===== src/rtl/dbt_pkg.sv =====
package dbt_pkg;

    // Pair of gate levels carried through the output register.
    typedef struct packed {
        logic hi;
        logic lo;
    } gate_pair_t;

    // Channel selector used by the generate loop.
    typedef enum logic {
        CH_HIGH = 1'b0,
        CH_LOW  = 1'b1
    } chan_e;

    // Saturating increment of a run counter of width n.
    function automatic logic [15:0] sat_inc(input logic [15:0] v, input int n);
        logic [15:0] top;
        top = (16'd1 << n) - 16'd1;
        return (v >= top) ? top : v + 16'd1;
    endfunction

endpackage


===== src/rtl/edge_qualifier.sv =====
module edge_qualifier #(
    parameter int DLY_W = 8
) (
    input  logic             clk,
    input  logic             rst,
    input  logic             level,
    input  logic [DLY_W-1:0] dly,
    output logic             qual_nxt
);
    import dbt_pkg::*;

    localparam int RUN_W = DLY_W + 1;

    logic [RUN_W-1:0] run_q;
    logic [RUN_W-1:0] run_nxt;
    logic [15:0]      inc_w;

    // Count consecutive samples of the level; a single miss restarts it.
    always_comb begin
        inc_w    = sat_inc(16'(run_q), RUN_W);
        run_nxt  = level ? inc_w[RUN_W-1:0] : '0;
        qual_nxt = level && (run_nxt > {1'b0, dly});
    end

    always_ff @(posedge clk) begin
        if (rst) run_q <= '0;
        else     run_q <= run_nxt;
    end
endmodule


===== src/rtl/trip_latch.sv =====
module trip_latch (
    input  logic clk,
    input  logic rst,
    input  logic req,
    input  logic frc,
    input  logic clr,
    output logic trip_q,
    output logic trip_nxt
);
    // A set source wins over the clear strobe.
    always_comb begin
        if (req || frc) trip_nxt = 1'b1;
        else if (clr)   trip_nxt = 1'b0;
        else            trip_nxt = trip_q;
    end

    always_ff @(posedge clk) begin
        if (rst) trip_q <= 1'b0;
        else     trip_q <= trip_nxt;
    end
endmodule


===== src/rtl/gate_deadband_trip.sv =====
module gate_deadband_trip #(
    parameter int DLY_W = 8
) (
    input  logic             clk,
    input  logic             rst,
    input  logic             pwm_in,
    input  logic [DLY_W-1:0] rise_dly,
    input  logic [DLY_W-1:0] fall_dly,
    input  logic             trip_req,
    input  logic             trip_force,
    input  logic             trip_clear,
    output logic             gate_a,
    output logic             gate_b
);
    import dbt_pkg::*;

    localparam int NCH = 2;

    logic [NCH-1:0]   lvl;
    logic [DLY_W-1:0] dly [NCH];
    logic [NCH-1:0]   qual;
    logic             trip_q;
    logic             trip_nxt;
    gate_pair_t       gate_q;

    assign lvl[CH_HIGH] = pwm_in;
    assign lvl[CH_LOW]  = ~pwm_in;
    assign dly[CH_HIGH] = rise_dly;
    assign dly[CH_LOW]  = fall_dly;

    for (genvar c = 0; c < NCH; c++) begin : g_ch
        edge_qualifier #(.DLY_W(DLY_W)) u_q (
            .clk      (clk),
            .rst      (rst),
            .level    (lvl[c]),
            .dly      (dly[c]),
            .qual_nxt (qual[c])
        );
    end

    trip_latch u_trip (
        .clk      (clk),
        .rst      (rst),
        .req      (trip_req),
        .frc      (trip_force),
        .clr      (trip_clear),
        .trip_q   (trip_q),
        .trip_nxt (trip_nxt)
    );

    // Output register: trip overrides both gates on the same edge.
    always_ff @(posedge clk) begin
        if (rst) begin
            gate_q <= '0;
        end else begin
            gate_q.hi <= qual[CH_HIGH] && !trip_nxt;
            gate_q.lo <= qual[CH_LOW]  && !trip_nxt;
        end
    end

    assign gate_a = gate_q.hi;
    assign gate_b = gate_q.lo;
endmodule


===== config.mk =====
export PLATFORM = sky130hd
export DESIGN_NAME = gate_deadband_trip
export DESIGN_NICKNAME = d
export VERILOG_FILES = /design/src/rtl/dbt_pkg.sv /design/src/rtl/edge_qualifier.sv /design/src/rtl/trip_latch.sv /design/src/rtl/gate_deadband_trip.sv
export SDC_FILE = /design/constraint.sdc
export NUM_CORES = 1
export LEC_CHECK = 0
export BUFFER_PORTS_ARGS = -buffer_cell sky130_fd_sc_hd__buf_2
export CORE_ASPECT_RATIO = 0.7
export CORE_MARGIN = 2
export CORE_UTILIZATION = 32
export DETAILED_ROUTE_END_ITERATION = 12
export SKIP_CTS_REPAIR_TIMING = 1
export SYNTH_ARGS = -nofsm -noshare
export SYNTH_HDL_FRONTEND = slang
export SYNTH_SLANG_ARGS = --single-unit

===== constraint.sdc =====
create_clock -name clk -period 3.6 [get_ports clk]
set_input_delay 0.9 -clock clk [delete_from_list [all_inputs] [get_ports clk]]
set_output_delay 0.9 -clock clk [all_outputs]
set_load 0.03 [all_outputs]

Word level (Yosys, flattened, before mapping):

Cells that the tools add are included.

* memory bits (writable): 0
* output and inout bits: 2
* register bits after elaboration: 21
* bits in read-only memories: 0
* bits of input ports: 22
* memories kept: 0
* logic and storage cells: 24
* bits in latches: 0

* reductions and logical operators: 6
* divide/modulo/power cells: 0
* $add $sub $neg: 2
* multiplexer cells: 6
* $mul: 0
* equality and inequality tests: 0
* shift-type cells: 0
* bitwise operators: 1
* order comparisons: 4

Operators by type and width (number)
* $mux 9: 4
* $add 9x1->9 const B: 2
* $ge 9x9->1 const B: 2
* $gt 9x8->1: 2
* $logic_and 1x1->1: 4
* $mux 1: 2
* $logic_not 1->1: 1
* $logic_or 1x1->1: 1
* $not 1->1: 1

Longest topological paths before layout:

Gate-level depths: netlist of run 1.

* word-level depth: 6
* mapped depth: 13
* gate-level depth less buffers: 13

By module:

Synthesis of run 1 repeated with hierarchy kept, for this count alone.

* cells, all modules: 178
* area, all modules: 1532.7 um^2

By module, submodules not included
* edge_qualifier: times used 2, seq. area each 180.2 um^2, area an instance 711.9 um^2, cells an instance 84
* gate_deadband_trip: times used 1, seq. area each 40.0 um^2, area an instance 58.8 um^2, cells an instance 5
* trip_latch: times used 1, seq. area each 20.0 um^2, area an instance 50.0 um^2, cells an instance 5

Least setup slack after synthesis of run 1:

OpenSTA, ideal clock, no wires.

* path kind: input to register
* start: input port pwm_in
* end: register gate_q, in the netlist gate_a
* data arrival time: 2.497 ns
* path slack: 0.982 ns
* path buffers: 2
* stages: 8
* required time: 3.478 ns
* cell sequence: clkbuf_1 clkbuf_1 o21a_1 ha_1 and3_1 a211oi_1 a211oi_1 o311a_1

* longest elaborated chain between the ends: 4

Ends and longest elaborated chain
* start, declared: line gate_deadband_trip.sv:6 `input logic pwm_in,`
* $mux 9: line edge_qualifier.sv:21 `run_nxt = level ? inc_w[RUN_W-1:0] : '0;`
* named net g_ch[0].u_q.run_nxt[7]: line edge_qualifier.sv:15 `logic [RUN_W-1:0] run_nxt;`
* $gt 9x8->1: line edge_qualifier.sv:22 `qual_nxt = level && (run_nxt > {1'b0, dly});`
* $logic_and 1x1->1: line edge_qualifier.sv:22
* $logic_and 1x1->1: line gate_deadband_trip.sv:56 `gate_q.hi <= qual[CH_HIGH] && !trip_nxt;`
* end, declared: line gate_deadband_trip.sv:24 `gate_pair_t gate_q;`

The timed path passes the listed nets, and every way through them passes these cells.
A chain may end at the register's enable or synchronous reset.

Worst setup path in the final report of run 1:

* start: register g_ch[0].u_q.run_q[2]
* end: register gate_q, in the netlist gate_a

* longest elaborated chain between the ends: 6
* elaborated cells between the ends (all ways): 7

Ends and longest elaborated chain
* start, declared: line edge_qualifier.sv:14 `logic [RUN_W-1:0] run_q;`
* start signal, assigned: line edge_qualifier.sv:27 `else run_q <= run_nxt;`
* $add 9x1->9 / $ge 9x9->1 (equally long branches): line dbt_pkg.sv:19 `return (v >= top) ? top : v + 16'd1;`
* $mux 9 (*): line dbt_pkg.sv:19
* $mux 9 (*): line edge_qualifier.sv:21
* named net g_ch[0].u_q.run_nxt[6]: line edge_qualifier.sv:15
* $gt 9x8->1 (*): line edge_qualifier.sv:22
* $logic_and 1x1->1 (*): line edge_qualifier.sv:22
* $logic_and 1x1->1 (*): line gate_deadband_trip.sv:56

Mark *: on every way through the listed nets, which the timed path passes. The rest lies on a longest branch.

==> results.ini, run 1 <==
[worst_setup_path]
cpPeakStageDelay_ps = 410
start_kind = register
worstPathArrival_ps = 3000
critPathMaxFanout = 6
critical_path_class = reg -> reg
critical-path-top-delay-family = compound AO/OA/AOI/OAI gates
end_kind = register
path_cells = and4_1, nand2_1, nor2_1, ha_1, a41oi_1, a21boi_0, ha_1, a21o_1, a211oi_1, a211oi_1, o311a_1
crit_slowest_cell = a41oi_1
cp.required_ps = 3750
crit_buf_inv = 0

[synthesis]
yosysWarningCount = 0
synth_seq_cells = 21
synth.top_cell.area_share_pct = 29.71
synth_cells = 181
synth_area_per_cell_sq_um = 7.818
netlist_area_sq_mm = 0.001415
synthTopCellsByArea = dfxtp_1 (30%), ha_1 (18%), nor2_1 (7.4%)
synth_cell_types = 34
synth_nets = 223
synth_top_area_cell = dfxtp_1
ys_seq_area_share_pct = 29.71

[cells_and_area]
area_growth_syn_to_layout_pct = 15.38
final_cell_area_sq_mm = 0.001633
stdcell_count = 260
post-route-util_pct = 37.94
multi_input_area_sq_um = 904.6
nFillCells = 463
nNetsFinal = 248
ff_latch_area_sq_um = 420.4
antenna_cells = 0
layout-drive-gt1-share_pct = 14.15

[floorplanning]
num_rows = 20
die_x_microns = 83.48
die_h_microns = 59.64
die_area_sq_mm = 0.004978
coreArea_sq_mm = 0.004304
start_util_pct = 32.88
ios = 24

[clock_network]
clock-root-buffer = clkbuf_8
htreeDepth = 1
insertion_delay_ps = 260
cts.sinks = 21
clockBufferDepth = 2
cts_tree = built
clk_pin_slew_ps = 80
numCtsBuffers = 3

[timing]
post-route-worst-setup-slack_ps = 752.0
fin_crit_ps = 2848
rsz0062_at_grt = no
setup_viol = 0
report.final.slew_viol_count = 0
finClkSkew_ps = 1.205
timing.fmax_mhz = 351.1
finalCritPeriodShare_pct = 79.11
setup_tns_ps = 0
maxSlewHeadroom_pct = 61.38
hold_viol_final = 0
worst_slew_pin_slew_ps = 574.4
hold_ws_ps = 509.3

[routing]
drtPass1Iterations = 4
avgViaCountPerCell = 4.835
postRouteAntennaNets = 0
first_iter_violations = 76
vias = 1257
wire_per_inst_microns = 11.26
wl_mm = 2.928
drcViolationCount = 0

[flow_run]
maxCapViolations = 0

[run_status]
status = complete, no violations

[global_route]
grtUsageTotal_pct = 13.20
grt_pass1_vias = 1172
grt_pass1_wl_mm = 5.250
grt_start_max_net_pins = 20
gr-total-overflow = 0
antenna_found_initial = 0

[pwr]
peakVddDrop_mv = 0.1427
power_per_cell_area_mw_per_mm2 = 270.5
leakagePower_nw = 0.7861
finalPower_mw = 0.4417

[place]
dp_slack_ps = 767.7
place_area_sq_mm = 0.001588
gp_congestion = 0.8432
dp_cells = 256
io_buffers = 23
hpwl_mm = 2.391

[worst_hold_path]
hp-class = reg -> reg

## placed cells by master (no fill, tap or decap), types with 3 or more instances in the layout
master,netlist,routed
a211oi_1,4,4
a21oi_1,17,17
buf_2,0,23
clkbuf_8,0,3
dfxtp_1,21,21
ha_1,20,20
inv_1,21,21
nand2_1,13,13
nand3_1,5,5
nand4_1,4,4
nor2_1,28,28
nor2b_1,5,5
nor3_1,5,5
xnor2_1,4,4
xor2_1,3,3
## registers in the layout, summed over array words and instances, names as in the netlist
signal          flops
gate_b              1
u_trip.trip_q       1
gate_a              1
g_ch.u_q.run_q     18
## cell usage after synthesis, drive strengths merged
cell and count:
inv 21, xor2 3, or4 1, and3 2, dfxtp 21, nor3 5, o211ai 2, a21oi 17
or2 1, nand2 13, o211a 1, o311a 1, a41oi 1, o32a 1, a31o 1, a21boi 2
ha 20, a31oi 1, o31ai 2, a41o 1, o21ai 1, xnor2 4, clkbuf 3, a211oi 4
nor2 28, a21o 2, and4 1, nor3b 2, nand2b 2, nand3 5, o21a 2, nor2b 5
o221a 1, nand4 4
## report_power, final
part	internal [mW]	total, mW	switching, mW
sequential	0.235	0.238	0.00283
combinational	0.0219	0.0472	0.0253
clock	0.0789	0.157	0.0777
## metal layers
metal | routed length [microns] | track usage [%]
met1 | 1706 | 19.85
met2 | 1064 | 18.20
met3 | 88 | 3.064
met4 | 68 | 4.839
met5 | 0 | 0
## cell type report
type                    count  area share (%)
clock buffers               4           2.759
inverters                  21           4.828
multi-input cells         136           55.40
flip-flops and latches     21           25.75
well taps                  55           4.215
repair buffers             23           7.050
## kinds of logic (layout without fill, tap and decap cells)
family | after synthesis | after routing | share of synthesized area (%)
and+or+nand+nor | 69 | 69 | 22.81
buffers and inverters | 24 | 48 | 6.366
DFF | 21 | 21 | 29.71
xor gates and xnor gates | 7 | 7 | 4.333
adders and majority gates | 20 | 20 | 17.68
AOI/OAI and AO/OA | 40 | 40 | 19.10
## path summary, 6_finish.rpt
kind	cells past startpoint	slack (ps)	startpoint	end
setup / recovery	11	750	g_ch[0].u_q.run_q[2]	gate_a
hold / removal	1	510	g_ch[1].u_q.run_q[0]	g_ch[1].u_q.run_q[0]
setup reg to reg	11	750	g_ch[0].u_q.run_q[2]	gate_a
hold reg to reg	1	510	g_ch[1].u_q.run_q[0]	g_ch[1].u_q.run_q[0]
No activity file was read; power rests on OpenSTA's default activity.
==> run 2, diff against run 1 <==
==> constraint.sdc (replaced) <==
create_clock -name clk -period 2.8 [get_ports clk]
set_input_delay 0.7 -clock clk [delete_from_list [all_inputs] [get_ports clk]]
set_output_delay 0.7 -clock clk [all_outputs]
set_load 0.03 [all_outputs]
==> run 2 against run 1 <==
Effect of this change:
- clock-buffer cell count fell by 1
- register-to-register slack got worse by 670 ps
- sequential cell count stayed put
- total power grew 28%
- clock power increased by 24%
==> results.ini, run 2 (synthesis results as in run 1) <==
[timing]
finClkSkew_ps = 0.9740  ; -0.2309 ps
hold_viol_final = 0  ; unchanged
maxSlewHeadroom_pct = 72.61  ; +11 points
rsz0062_at_grt = yes
report.final.slew_viol_count = 0  ; unchanged
fin_crit_ps = 2714  ; -133.7 ps
worst_slew_pin_slew_ps = 408.4  ; -165.9 ps
timing.fmax_mhz = 368.4  ; +4.9%
finalCritPeriodShare_pct = 96.94  ; +18 points
setup_viol = 0  ; unchanged

[worst_setup_path]
cp.required_ps = 3010  ; -740 ps
end_kind = register
worstPathArrival_ps = 2920  ; -80 ps
start_kind = register
critical_path_class = reg -> reg
critPathMaxFanout = 6  ; unchanged

[clock_network]
htreeDepth = 1  ; unchanged
clockBufferDepth = 2  ; unchanged
clock-root-buffer = clkbuf_8
cts_tree = built
clk_pin_slew_ps = 70  ; about the same
insertion_delay_ps = 260  ; about the same
numCtsBuffers = 3  ; unchanged
cts.sinks = 21  ; unchanged

[pwr]
leakagePower_nw = 0.8342  ; +6.1%
peakVddDrop_mv = 0.2688  ; +88%
finalPower_mw = 0.5664  ; +28%
power_per_cell_area_mw_per_mm2 = 329.7  ; +22%

[cells_and_area]
mostFrequentLayoutCells = nor2_1 (26), buf_2 (23), inv_1 (21), dfxtp_1 (21), ha_1 (20)
antenna_cells = 0  ; unchanged
layout-drive-gt1-share_pct = 20.56  ; +6.4 points
nNetsFinal = 257  ; +3.6%
area_growth_syn_to_layout_pct = 21.40
largest-register = g_ch.u_q.run_q
largest_register_ffs = 18  ; unchanged
layout_commonest_cell = nor2_1
nFillCells = 463  ; unchanged
stdcell_count = 269  ; +3.5%

[routing]
first_iter_violations = 51  ; -33%
vias = 1299  ; +3.3%
drtPass1Iterations = 4  ; unchanged
drcViolationCount = 0  ; unchanged
wire_per_inst_microns = 11.50  ; +2.1%
postRouteAntennaNets = 0  ; unchanged
wl_mm = 3.094  ; +5.7%
avgViaCountPerCell = 4.829  ; -0.12%

[run_status]
status = complete, no violations

[global_route]
grt_start_max_net_pins = 20  ; unchanged
grt_pass1_vias = 1196  ; +2.0%
grt_pass1_wl_mm = 5.347  ; +1.8%
gr-total-overflow = 0  ; unchanged
grtUsageTotal_pct = 13.59  ; +0.39 points
antenna_found_initial = 0  ; unchanged

[floorplanning]
num_rows = 20  ; unchanged
die_area_sq_mm = 0.004978  ; unchanged
die_h_microns = 59.64  ; unchanged
ios = 24  ; unchanged
coreArea_sq_mm = 0.004304  ; unchanged
die_x_microns = 83.48  ; unchanged
start_util_pct = 32.88  ; unchanged

[place]
gp_congestion = 0.9144  ; +8.4%
dp_cells = 265  ; +3.5%
hpwl_mm = 2.536  ; +6.1%
io_buffers = 23  ; unchanged

[flow_run]
maxCapViolations = 0  ; unchanged

[worst_hold_path]
hp-class = reg -> reg

==> run 2: power breakdown <==
| group | internal, mW | switching (mW) | leakage, nW | total, mW |
|---|---|---|---|---|
| registers | 0.302 | 0.00254 | 0.170 | 0.305 |
| logic | 0.0311 | 0.0359 | 0.639 | 0.0669 |
| clock network | 0.0991 | 0.0957 | 0.0255 | 0.195 |
==> run 2: final timing paths <==
path,startpoint,end,slack [ps],cells past startpoint
hold / removal,u_trip.trip_q,u_trip.trip_q,530,2
hold reg to reg,u_trip.trip_q,u_trip.trip_q,530,2
setup / recovery,g_ch[0].u_q.run_q[2],gate_a,90,12
setup reg to reg,g_ch[0].u_q.run_q[2],gate_a,90,12
==> run 2: per-layer routing <==
layer / GRT usage [%] / vias up / share of wire, %
li1: - / 699 / -
met1: 20.83 / 567 / 57
met2: 18.89 / 30 / 36
met3: 3.343 / 3 / 6.0
met4: 3.226 / 0 / 0.45
met5: 0 / - / 0
==> run 2: per-stage QoR <==
step	setup TNS [ps]	setup WS [ps]	utilization [%]	hold WS, ps	instance area (sq um)
finish	0	85.70	39.91	531.1	1718
global route	-137.5	-102.2	39.91	564.0	1718
CTS	0	94.24	39.53	537.8	1702
detailed placement	0	103.1	38.46	528.9	1655
global placement	0	134.6	38.46	520.8	1655
floorplan	0	263.9	-	462.3	1415
==> run 2: worst max-delay path: stages (launching register included) <==
cell,delay [ps]
dfxtp_1,350
and4_1,260
nand2_1,110
nor2_1,50
ha_1,210
a41o_2,300
nor2_1,180
nor2b_1,70
ha_1,300
nand4_1,110
o221a_2,270
a211oi_1,260
o311a_1,170
==> run 2: layout make-up <==
| cell class | instances | area, sq um | area share, % |
|---|---|---|---|
| clock inverters | 1 | 5.005 | 0.2913 |
| repair buffers | 32 | 182.7 | 10.63 |
| well taps | 55 | 68.82 | 4.006 |
| multi-input cells | 136 | 920.9 | 53.61 |
| flip-flops and latches | 21 | 420.4 | 24.47 |
| clock buffers | 3 | 41.29 | 2.403 |
| inverters | 21 | 78.83 | 4.588 |
